==> config.mk <==
export PLATFORM = sky130hd
export DESIGN_NAME = can_cmd_decoder
export DESIGN_NICKNAME = d
export VERILOG_FILES = /design/src/rtl/can_cmd_pkg.sv /design/src/rtl/can_cmd_pacer.sv /design/src/rtl/can_cmd_resolve.sv /design/src/rtl/can_cmd_tracker.sv /design/src/rtl/can_cmd_decoder.sv
export SDC_FILE = /design/constraint.sdc
export NUM_CORES = 1
export LEC_CHECK = 0
export ABC_AREA = 1
export BUFFER_PORTS_ARGS = -buffer_cell sky130_fd_sc_hd__buf_4
export CAP_MARGIN = 25
export CORE_AREA = 5 5 42 44
export DETAILED_ROUTE_END_ITERATION = 10
export DIE_AREA = 0 0 47 49
export PLACE_DENSITY = 0.73
export SYNTH_ARGS = -nofsm -noshare
export SYNTH_HDL_FRONTEND = slang
export SYNTH_SLANG_ARGS = --single-unit
export TNS_END_PERCENT = 20
==> constraint.sdc <==
create_clock -name clk -period 2.3 [get_ports clk]
set_clock_uncertainty 0.1 [all_clocks]
set_input_delay 0.115 -clock clk [delete_from_list [all_inputs] [get_ports clk]]
set_output_delay 0.115 -clock clk [all_outputs]
set_load 0.05 [all_outputs]
==> src/rtl/can_cmd_pkg.sv <==
package can_cmd_pkg;

    typedef enum logic [1:0] {
        TXM_NORMAL      = 2'b00,
        TXM_SINGLE      = 2'b01,
        TXM_SELF        = 2'b10,
        TXM_SINGLE_SELF = 2'b11
    } tx_mode_e;

    typedef enum logic [1:0] {
        TRK_IDLE    = 2'd0,
        TRK_PENDING = 2'd1,
        TRK_ACTIVE  = 2'd2
    } trk_state_e;

    typedef struct packed {
        logic     queue;
        tx_mode_e mode;
        logic     abort;
        logic     release_buf;
        logic     clr_ovr;
    } cmd_decode_t;

    localparam int BIT_TR  = 0;
    localparam int BIT_AT  = 1;
    localparam int BIT_RRB = 2;
    localparam int BIT_CDO = 3;
    localparam int BIT_SRR = 4;

endpackage

==> src/rtl/can_cmd_pacer.sv <==
module can_cmd_pacer #(
    parameter int MIN_GAP = 2
) (
    input  logic clk,
    input  logic rst_n,
    input  logic cmd_wr,
    output logic accept,
    output logic spacing_err
);
    localparam int CNT_W = (MIN_GAP > 1) ? $clog2(MIN_GAP) : 1;
    localparam logic [CNT_W-1:0] RELOAD = CNT_W'(MIN_GAP - 1);

    logic [CNT_W-1:0] guard_q;

    assign accept = cmd_wr && (guard_q == '0);

    always_ff @(posedge clk or negedge rst_n) begin
        if (!rst_n) begin
            guard_q     <= '0;
            spacing_err <= 1'b0;
        end else begin
            if (accept) begin
                guard_q <= RELOAD;
            end else if (guard_q != '0) begin
                guard_q <= guard_q - 1'b1;
            end
            if (cmd_wr && !accept) begin
                spacing_err <= 1'b1;
            end
        end
    end
endmodule

==> src/rtl/can_cmd_resolve.sv <==
module can_cmd_resolve
    import can_cmd_pkg::*;
(
    input  logic [7:0]  wdata,
    output cmd_decode_t dec
);
    logic tr, at, srr;
    logic [2:0] unused_reserved;

    assign tr  = wdata[BIT_TR];
    assign at  = wdata[BIT_AT];
    assign srr = wdata[BIT_SRR];
    assign unused_reserved = wdata[7:5];

    always_comb begin
        dec             = '0;
        dec.release_buf = wdata[BIT_RRB];
        dec.clr_ovr     = wdata[BIT_CDO];
        unique casez ({srr, at, tr})
            3'b?11:  begin dec.queue = 1'b1; dec.mode = TXM_SINGLE;      end
            3'b110:  begin dec.queue = 1'b1; dec.mode = TXM_SINGLE_SELF; end
            3'b?01:  begin dec.queue = 1'b1; dec.mode = TXM_NORMAL;      end
            3'b100:  begin dec.queue = 1'b1; dec.mode = TXM_SELF;        end
            3'b010:  dec.abort = 1'b1;
            default: dec.queue = 1'b0;
        endcase
    end
endmodule

==> src/rtl/can_cmd_tracker.sv <==
module can_cmd_tracker
    import can_cmd_pkg::*;
(
    input  logic        clk,
    input  logic        rst_n,
    input  logic        accept,
    input  cmd_decode_t dec,
    input  logic        tx_started,
    input  logic        tx_status,
    output logic        tx_req,
    output tx_mode_e    tx_mode
);
    trk_state_e state_q, state_d;
    tx_mode_e   mode_q;

    always_comb begin
        state_d = state_q;
        unique case (state_q)
            TRK_IDLE: begin
                if (accept && dec.queue) state_d = TRK_PENDING;
            end
            TRK_PENDING: begin
                if (tx_status || (accept && dec.abort)) state_d = TRK_IDLE;
                else if (tx_started)                    state_d = TRK_ACTIVE;
            end
            TRK_ACTIVE: begin
                if (tx_status) state_d = TRK_IDLE;
            end
            default: state_d = TRK_IDLE;
        endcase
    end

    always_ff @(posedge clk or negedge rst_n) begin
        if (!rst_n) begin
            state_q <= TRK_IDLE;
            mode_q  <= TXM_NORMAL;
        end else begin
            state_q <= state_d;
            if (state_q == TRK_IDLE && accept && dec.queue) begin
                mode_q <= dec.mode;
            end
        end
    end

    always_comb begin
        tx_req  = (state_q != TRK_IDLE) && !tx_status;
        tx_mode = tx_req ? mode_q : TXM_NORMAL;
    end
endmodule

==> src/rtl/can_cmd_decoder.sv <==
module can_cmd_decoder
    import can_cmd_pkg::*;
#(
    parameter int          ADDR_W   = 5,
    parameter int          MIN_GAP  = 2,
    parameter logic [4:0]  CMD_ADDR = 5'd1
) (
    input  logic              clk,
    input  logic              rst_n,
    input  logic [ADDR_W-1:0] bus_addr,
    input  logic [7:0]        bus_wdata,
    input  logic              bus_wr,
    input  logic              bus_rd,
    output logic [7:0]        bus_rdata,
    input  logic              tx_started,
    input  logic              tx_status,
    output logic              tx_req,
    output logic [1:0]        tx_mode,
    output logic              release_pulse,
    output logic              clr_ovr_pulse,
    output logic              spacing_err
);
    localparam logic [ADDR_W-1:0] CMD_A = ADDR_W'(CMD_ADDR);

    logic        cmd_wr, accept, unused_rd;
    cmd_decode_t dec;
    tx_mode_e    mode_w;

    assign cmd_wr    = bus_wr && (bus_addr == CMD_A);
    assign unused_rd = bus_rd;
    assign bus_rdata = 8'h00;

    can_cmd_pacer #(.MIN_GAP(MIN_GAP)) u_pacer (
        .clk(clk), .rst_n(rst_n), .cmd_wr(cmd_wr),
        .accept(accept), .spacing_err(spacing_err)
    );

    can_cmd_resolve u_resolve (.wdata(bus_wdata), .dec(dec));

    can_cmd_tracker u_tracker (
        .clk(clk), .rst_n(rst_n), .accept(accept), .dec(dec),
        .tx_started(tx_started), .tx_status(tx_status),
        .tx_req(tx_req), .tx_mode(mode_w)
    );

    assign tx_mode = mode_w;

    always_ff @(posedge clk or negedge rst_n) begin
        if (!rst_n) begin
            release_pulse <= 1'b0;
            clr_ovr_pulse <= 1'b0;
        end else begin
            release_pulse <= accept && dec.release_buf;
            clr_ovr_pulse <= accept && dec.clr_ovr;
        end
    end
endmodule

# Word-level counts from Yosys, hierarchy flattened
# Cells that the tools add are included.
dict set report totals {
  reg_bits 8
  inputBits 19
  elab_cells 47
}
dict set report classes {
  n_addsub 1
  n_eq_ne 11
  muxes 11
  bitwise 1
  n_reduce_logical 17
}
# op n
set ops {}
lappend ops {{$pmux 2 s3} 2}
lappend ops {{$logic_and 1x1->1} 10}
lappend ops {{$mux 2} 5}
lappend ops {{$eq 3x3->1 const B} 2}
lappend ops {{$eq 5x1->1 const B} 1}
lappend ops {{$eq 2x1->1 const B} 2}
lappend ops {{$eq 2x2->1 const B} 2}
lappend ops {{$mux 1} 4}
lappend ops {{$reduce_or 4->1} 1}
lappend ops {{$eq 3x2->1 const B} 1}
lappend ops {{$ne 3x2->1 const B} 1}
lappend ops {{$reduce_and 3->1} 1}
lappend ops {{$logic_not 1->1} 2}
lappend ops {{$logic_not 2->1} 1}
lappend ops {{$ne 2x1->1 const B} 1}
lappend ops {{$ne 2x2->1 const B} 1}
lappend ops {{$reduce_bool 2->1} 1}
lappend ops {{$logic_or 1x1->1} 1}
lappend ops {{$not 1->1} 1}
lappend ops {{$sub 1x1->1 const B} 1}

# Longest topological paths before layout
dict set report logic_depth {
  ltp_word 7
  ltp_mapped 9
  mapped_depth_nobuf 9
}

# By module
# A second synthesis with hierarchy kept.
dict set report unflattened {
  hier_cells 67
  area_unflattened_um2 509.2
}
# mod n_inst cells_each area_each_um2 seq_area_each_um2
set by_module_without_submodules {}
lappend by_module_without_submodules {can_cmd_tracker 1 27 231.5 100.1}
lappend by_module_without_submodules {can_cmd_decoder 1 22 157.7 50.0}
lappend by_module_without_submodules {can_cmd_pacer 1 7 71.3 50.0}
lappend by_module_without_submodules {can_cmd_resolve 1 11 48.8 0.0}

# Worst setup path after synthesis
# Ideal clock, no wire load.
dict set report synth_path {
  path_kind {register to output}
  from {register u_tracker.state_q[0]}
  to {output tx_mode[0]}
  t_arrival_ps 1666
  required_ps 2085
  slack_ps 419
  stages_incl_launch_ff 3
  n_path_buf 0
  path_cell_list {dfrtp_1 nor2_8 nor3b_1}
}
dict set report synth_between {
  elab_chain_cells 3
}
# item line_no
set synth_lines {}
lappend synth_lines {{start: declaration} can_cmd_tracker.sv:13} ;# trk_state_e state_q, state_d;
lappend synth_lines {{start signal: assignment} can_cmd_tracker.sv:38} ;# state_q <= state_d;
lappend synth_lines {{$reduce_bool 2->1} can_cmd_tracker.sv:46} ;# tx_req = (state_q != TRK_IDLE) && !tx_status;
lappend synth_lines {{$logic_and 1x1->1} can_cmd_tracker.sv:46}
lappend synth_lines {{$mux 2} can_cmd_tracker.sv:47} ;# tx_mode = tx_req ? mode_q : TXM_NORMAL;
lappend synth_lines {{end: declaration} can_cmd_decoder.sv:18} ;# output logic [1:0] tx_mode,
# No other way between the ends.

# Worst setup path in the final report
# Ends and elaborated chain as after synthesis.

==> summary.md <==
| Metric | Value |
|---|---|
| I/O pin count | `33` |
| CP max stage delay | `460 ps` |
| CTS resizes | `0` |
| Crit-path slowest cell | `dfrtp_1` |
| Root Driver | `clkbuf_4` |
| Clock Pin Slew Worst Setup and Hold Paths | `50 ps` |
| IO Port Bufs | `20` |
| Row cnt | `14` |
| Global route total overflow | `0` |
| DR top layer | `met4` |
| Ant diodes | `0` |
| Hold Path Class | `in -> reg` |
| Initial antenna violation count | `0` |
| Clk buf depth | `2` |
| Share of Yosys cell area claimed by the top area cell type | `0.3687` |
| Max Clk Rate | `0.6871 GHz` |
| Vias/cell | `4.271` |
| Period utilization | `0.6328` |
| Final TNS setup | `0 ps` |
| Worst skew pair latency | `250 ps` |
| Metal2 WL | `509 um` |
| Largest net degree at the start of global routing | `9` |
| Seq/Total Area, Yosys | `0.3687` |
| # hold bufs at CTS | `3` |
| Critical path launch point type | `flop` |
| Iter 0 DRT Violations | `6` |
| Worst flop-to-flop path startpoint | `u_tracker.state_q[1]$_DFFE_PN0P_` |
| Crit end category | `primary output` |
| Die width | `47 um` |
| Status | `finished, final reports clean` |
| DR vias | `457` |
| Post-synth EDFFs | `0` |
| CP max FO | `6` |
| TritonCTS buffer count | `3` |
| # placed instances | `101` |
| GRT Total Usage | `0.09929` |
| Endpoints failing hold | `0` |
| Initial Util | `0.3875` |
| Warnings from Yosys | `0` |
| FF+latch count, synth | `8` |
| Non-filler cells, final | `107` |
| Yosys top cell by area | `dfrtp_1` |
| Final wirelength | `1.007 mm` |
| Maximum VDD drop | `0.0003288 V` |
| DP HPWL | `834.9 um` |
| WP data arrival | `1240 ps` |
| Max_cap viols | `0` |
| Max-slew violation count | `0` |
| Vias in the first global route | `451` |
| Unrepaired setup endpoints after global routing | `no` |
| Power Density | `641.3 nW/um^2` |
| Num Clock Sinks | `8` |
| H-tree Lvls | `1` |
| Ys flop type | `dfrtp_1` |
| Register-to-Register Path Depth | `6` |
| Critical path type | `reg -> out` |
| Mapped cell area | `543.0 um^2` |
| Final setup violation count | `0` |
| Fin crit period | `1455 ps` |
| Overall power | `0.4694 mW` |
| Layout cells sized above 1 | `0.4176` |
| Die Area | `2303 um^2` |
| Routability cong. | `0.6903` |
| Routed wl met3 | `111 um` |
| First-pass GRT wire length | `1.711 mm` |
| Top post-synthesis cells by area | `dfrtp_1 (37%), buf_4 (11%), inv_1 (6.2%)` |
| Metal-1 WL | `360 um` |
| Reg2reg setup slack | `1170 ps` |
| Filler cells | `149` |
| Commonest cells post-synth | `inv_1 (9), nand2_1 (9), buf_4 (8), dfrtp_1 (8), nor2_1 (6)` |
| Data required, critical path | `2090 ps` |
| Core Footprint | `1401 um^2` |
| Critical path, cell by cell | `nor2_8 > nor3b_1 > buf_4` |
| Synth-to-layout area growth | `34.79%` |
| CTS tree | `yes` |
| Setup bufs post-CTS | `0` |
| Critical Path Start | `u_tracker.state_q[0]$_DFFE_PN0P_` |
| Remaining antenna violation count | `0` |
| Nets | `112` |
| Leakage | `0.4007 nW` |
| Die Ht | `49 um` |
| Residual DRC | `0` |
| First-pass detailed-route iteration total | `4` |
| Cells after synthesis | `66` |
| Mean post-synth cell area | `8.228 um^2` |
| WL/cell | `9.411 um` |
| Async SR Flop Fraction | `1.000` |
| Dpl ws | `1153 ps` |
| Cell variety after synth | `22` |
| Final worst setup slack | `844.6 ps` |
| Crit path capture | `tx_mode[0]` |
| R2r endpoint | `u_tracker.state_q[0]$_DFFE_PN0P_` |
[registers in the layout (all words and copies together), names as in the netlist]
name and flops:
u_pacer.spacing_err 1, release_pulse 1, clr_ovr_pulse 1, u_tracker.state_q 2
u_pacer.guard_q 1, u_tracker.mode_q 2
[worst max-delay path: cells and delay by family, from the launching register on]
family	cells	cell delay (ps)
buf+inv	1	240
simple gates	2	290
flops	1	460
[cells by family (layout without fill, tap and decap cells)]
group           Yosys count  after routing  share of synthesized area
flops                     8              8                     0.3687
simple gates             32             32                     0.3802
buf+inv                  21             39                     0.2028
compound gates            4              4                    0.04147
other cells               1              8                   0.006906
[power breakdown]
group,total [mW],switching [mW],internal [mW]
Sequential,0.181,0.0227,0.158
Combinational,0.183,0.116,0.0675
Clock,0.105,0.0455,0.0596
Total,0.469,0.184,0.285
[routing by layer]
layer | vias to the layer above | GRT usage
met4 | 0 | 0.05530
met5 | - | 0
met1 | 197 | 0.1101
li1 | 234 | -
met3 | 5 | 0.02214
met2 | 21 | 0.1652
[cells in the final DEF, fill, tap and decap left out, drive strengths merged]
cell type     n
nand4         1
nor3          1
o21ai         2
nand2        11
nor2         11
nand3         5
dlygate4sd3   3
or2           1
inv          12
a21o          1
nor3b         2
clkinv        1
a21oi         1
conb          8
buf          20
dfrtp         8
clkbuf        3
[final cells by class]
class | count | area (um^2) | area share
repair buffers | 23 | 180.2 | 0.2462
well taps | 16 | 20.02 | 0.02735
inverters | 13 | 50.05 | 0.06838
multi-input cells | 44 | 259.0 | 0.3538
clock buffers | 3 | 22.52 | 0.03077
flip-flops and latches | 8 | 200.2 | 0.2735
[worst min path at each step]
| stage | start | endpoint | cells after the start |
|---|---|---|---|
| after floorplan | rst_n | clr_ovr_pulse$_DFF_PN0_ | 0 |
| after global placement | rst_n | u_tracker.state_q[1]$_DFFE_PN0P_ | 1 |
| after detailed placement | rst_n | u_tracker.state_q[1]$_DFFE_PN0P_ | 1 |
| after CTS | bus_wdata[0] | u_tracker.mode_q[1]$_DFFE_PN0P_ | 4 |
| after global routing | bus_wdata[0] | u_tracker.mode_q[1]$_DFFE_PN0P_ | 4 |
| final | bus_wdata[0] | u_tracker.mode_q[1]$_DFFE_PN0P_ | 4 |
[stage by stage]
step	hold WS, ps	util	area, um^2
global placement	-163.4	0.4848	679.4
CTS	6.687	0.5223	732.0
global route	16.10	0.5223	732.0
detailed placement	-162.7	0.4848	679.4
finish	9.974	0.5223	732.0
floorplan	-280.6	-	569.3
No activity file was read; power rests on OpenSTA's default activity.
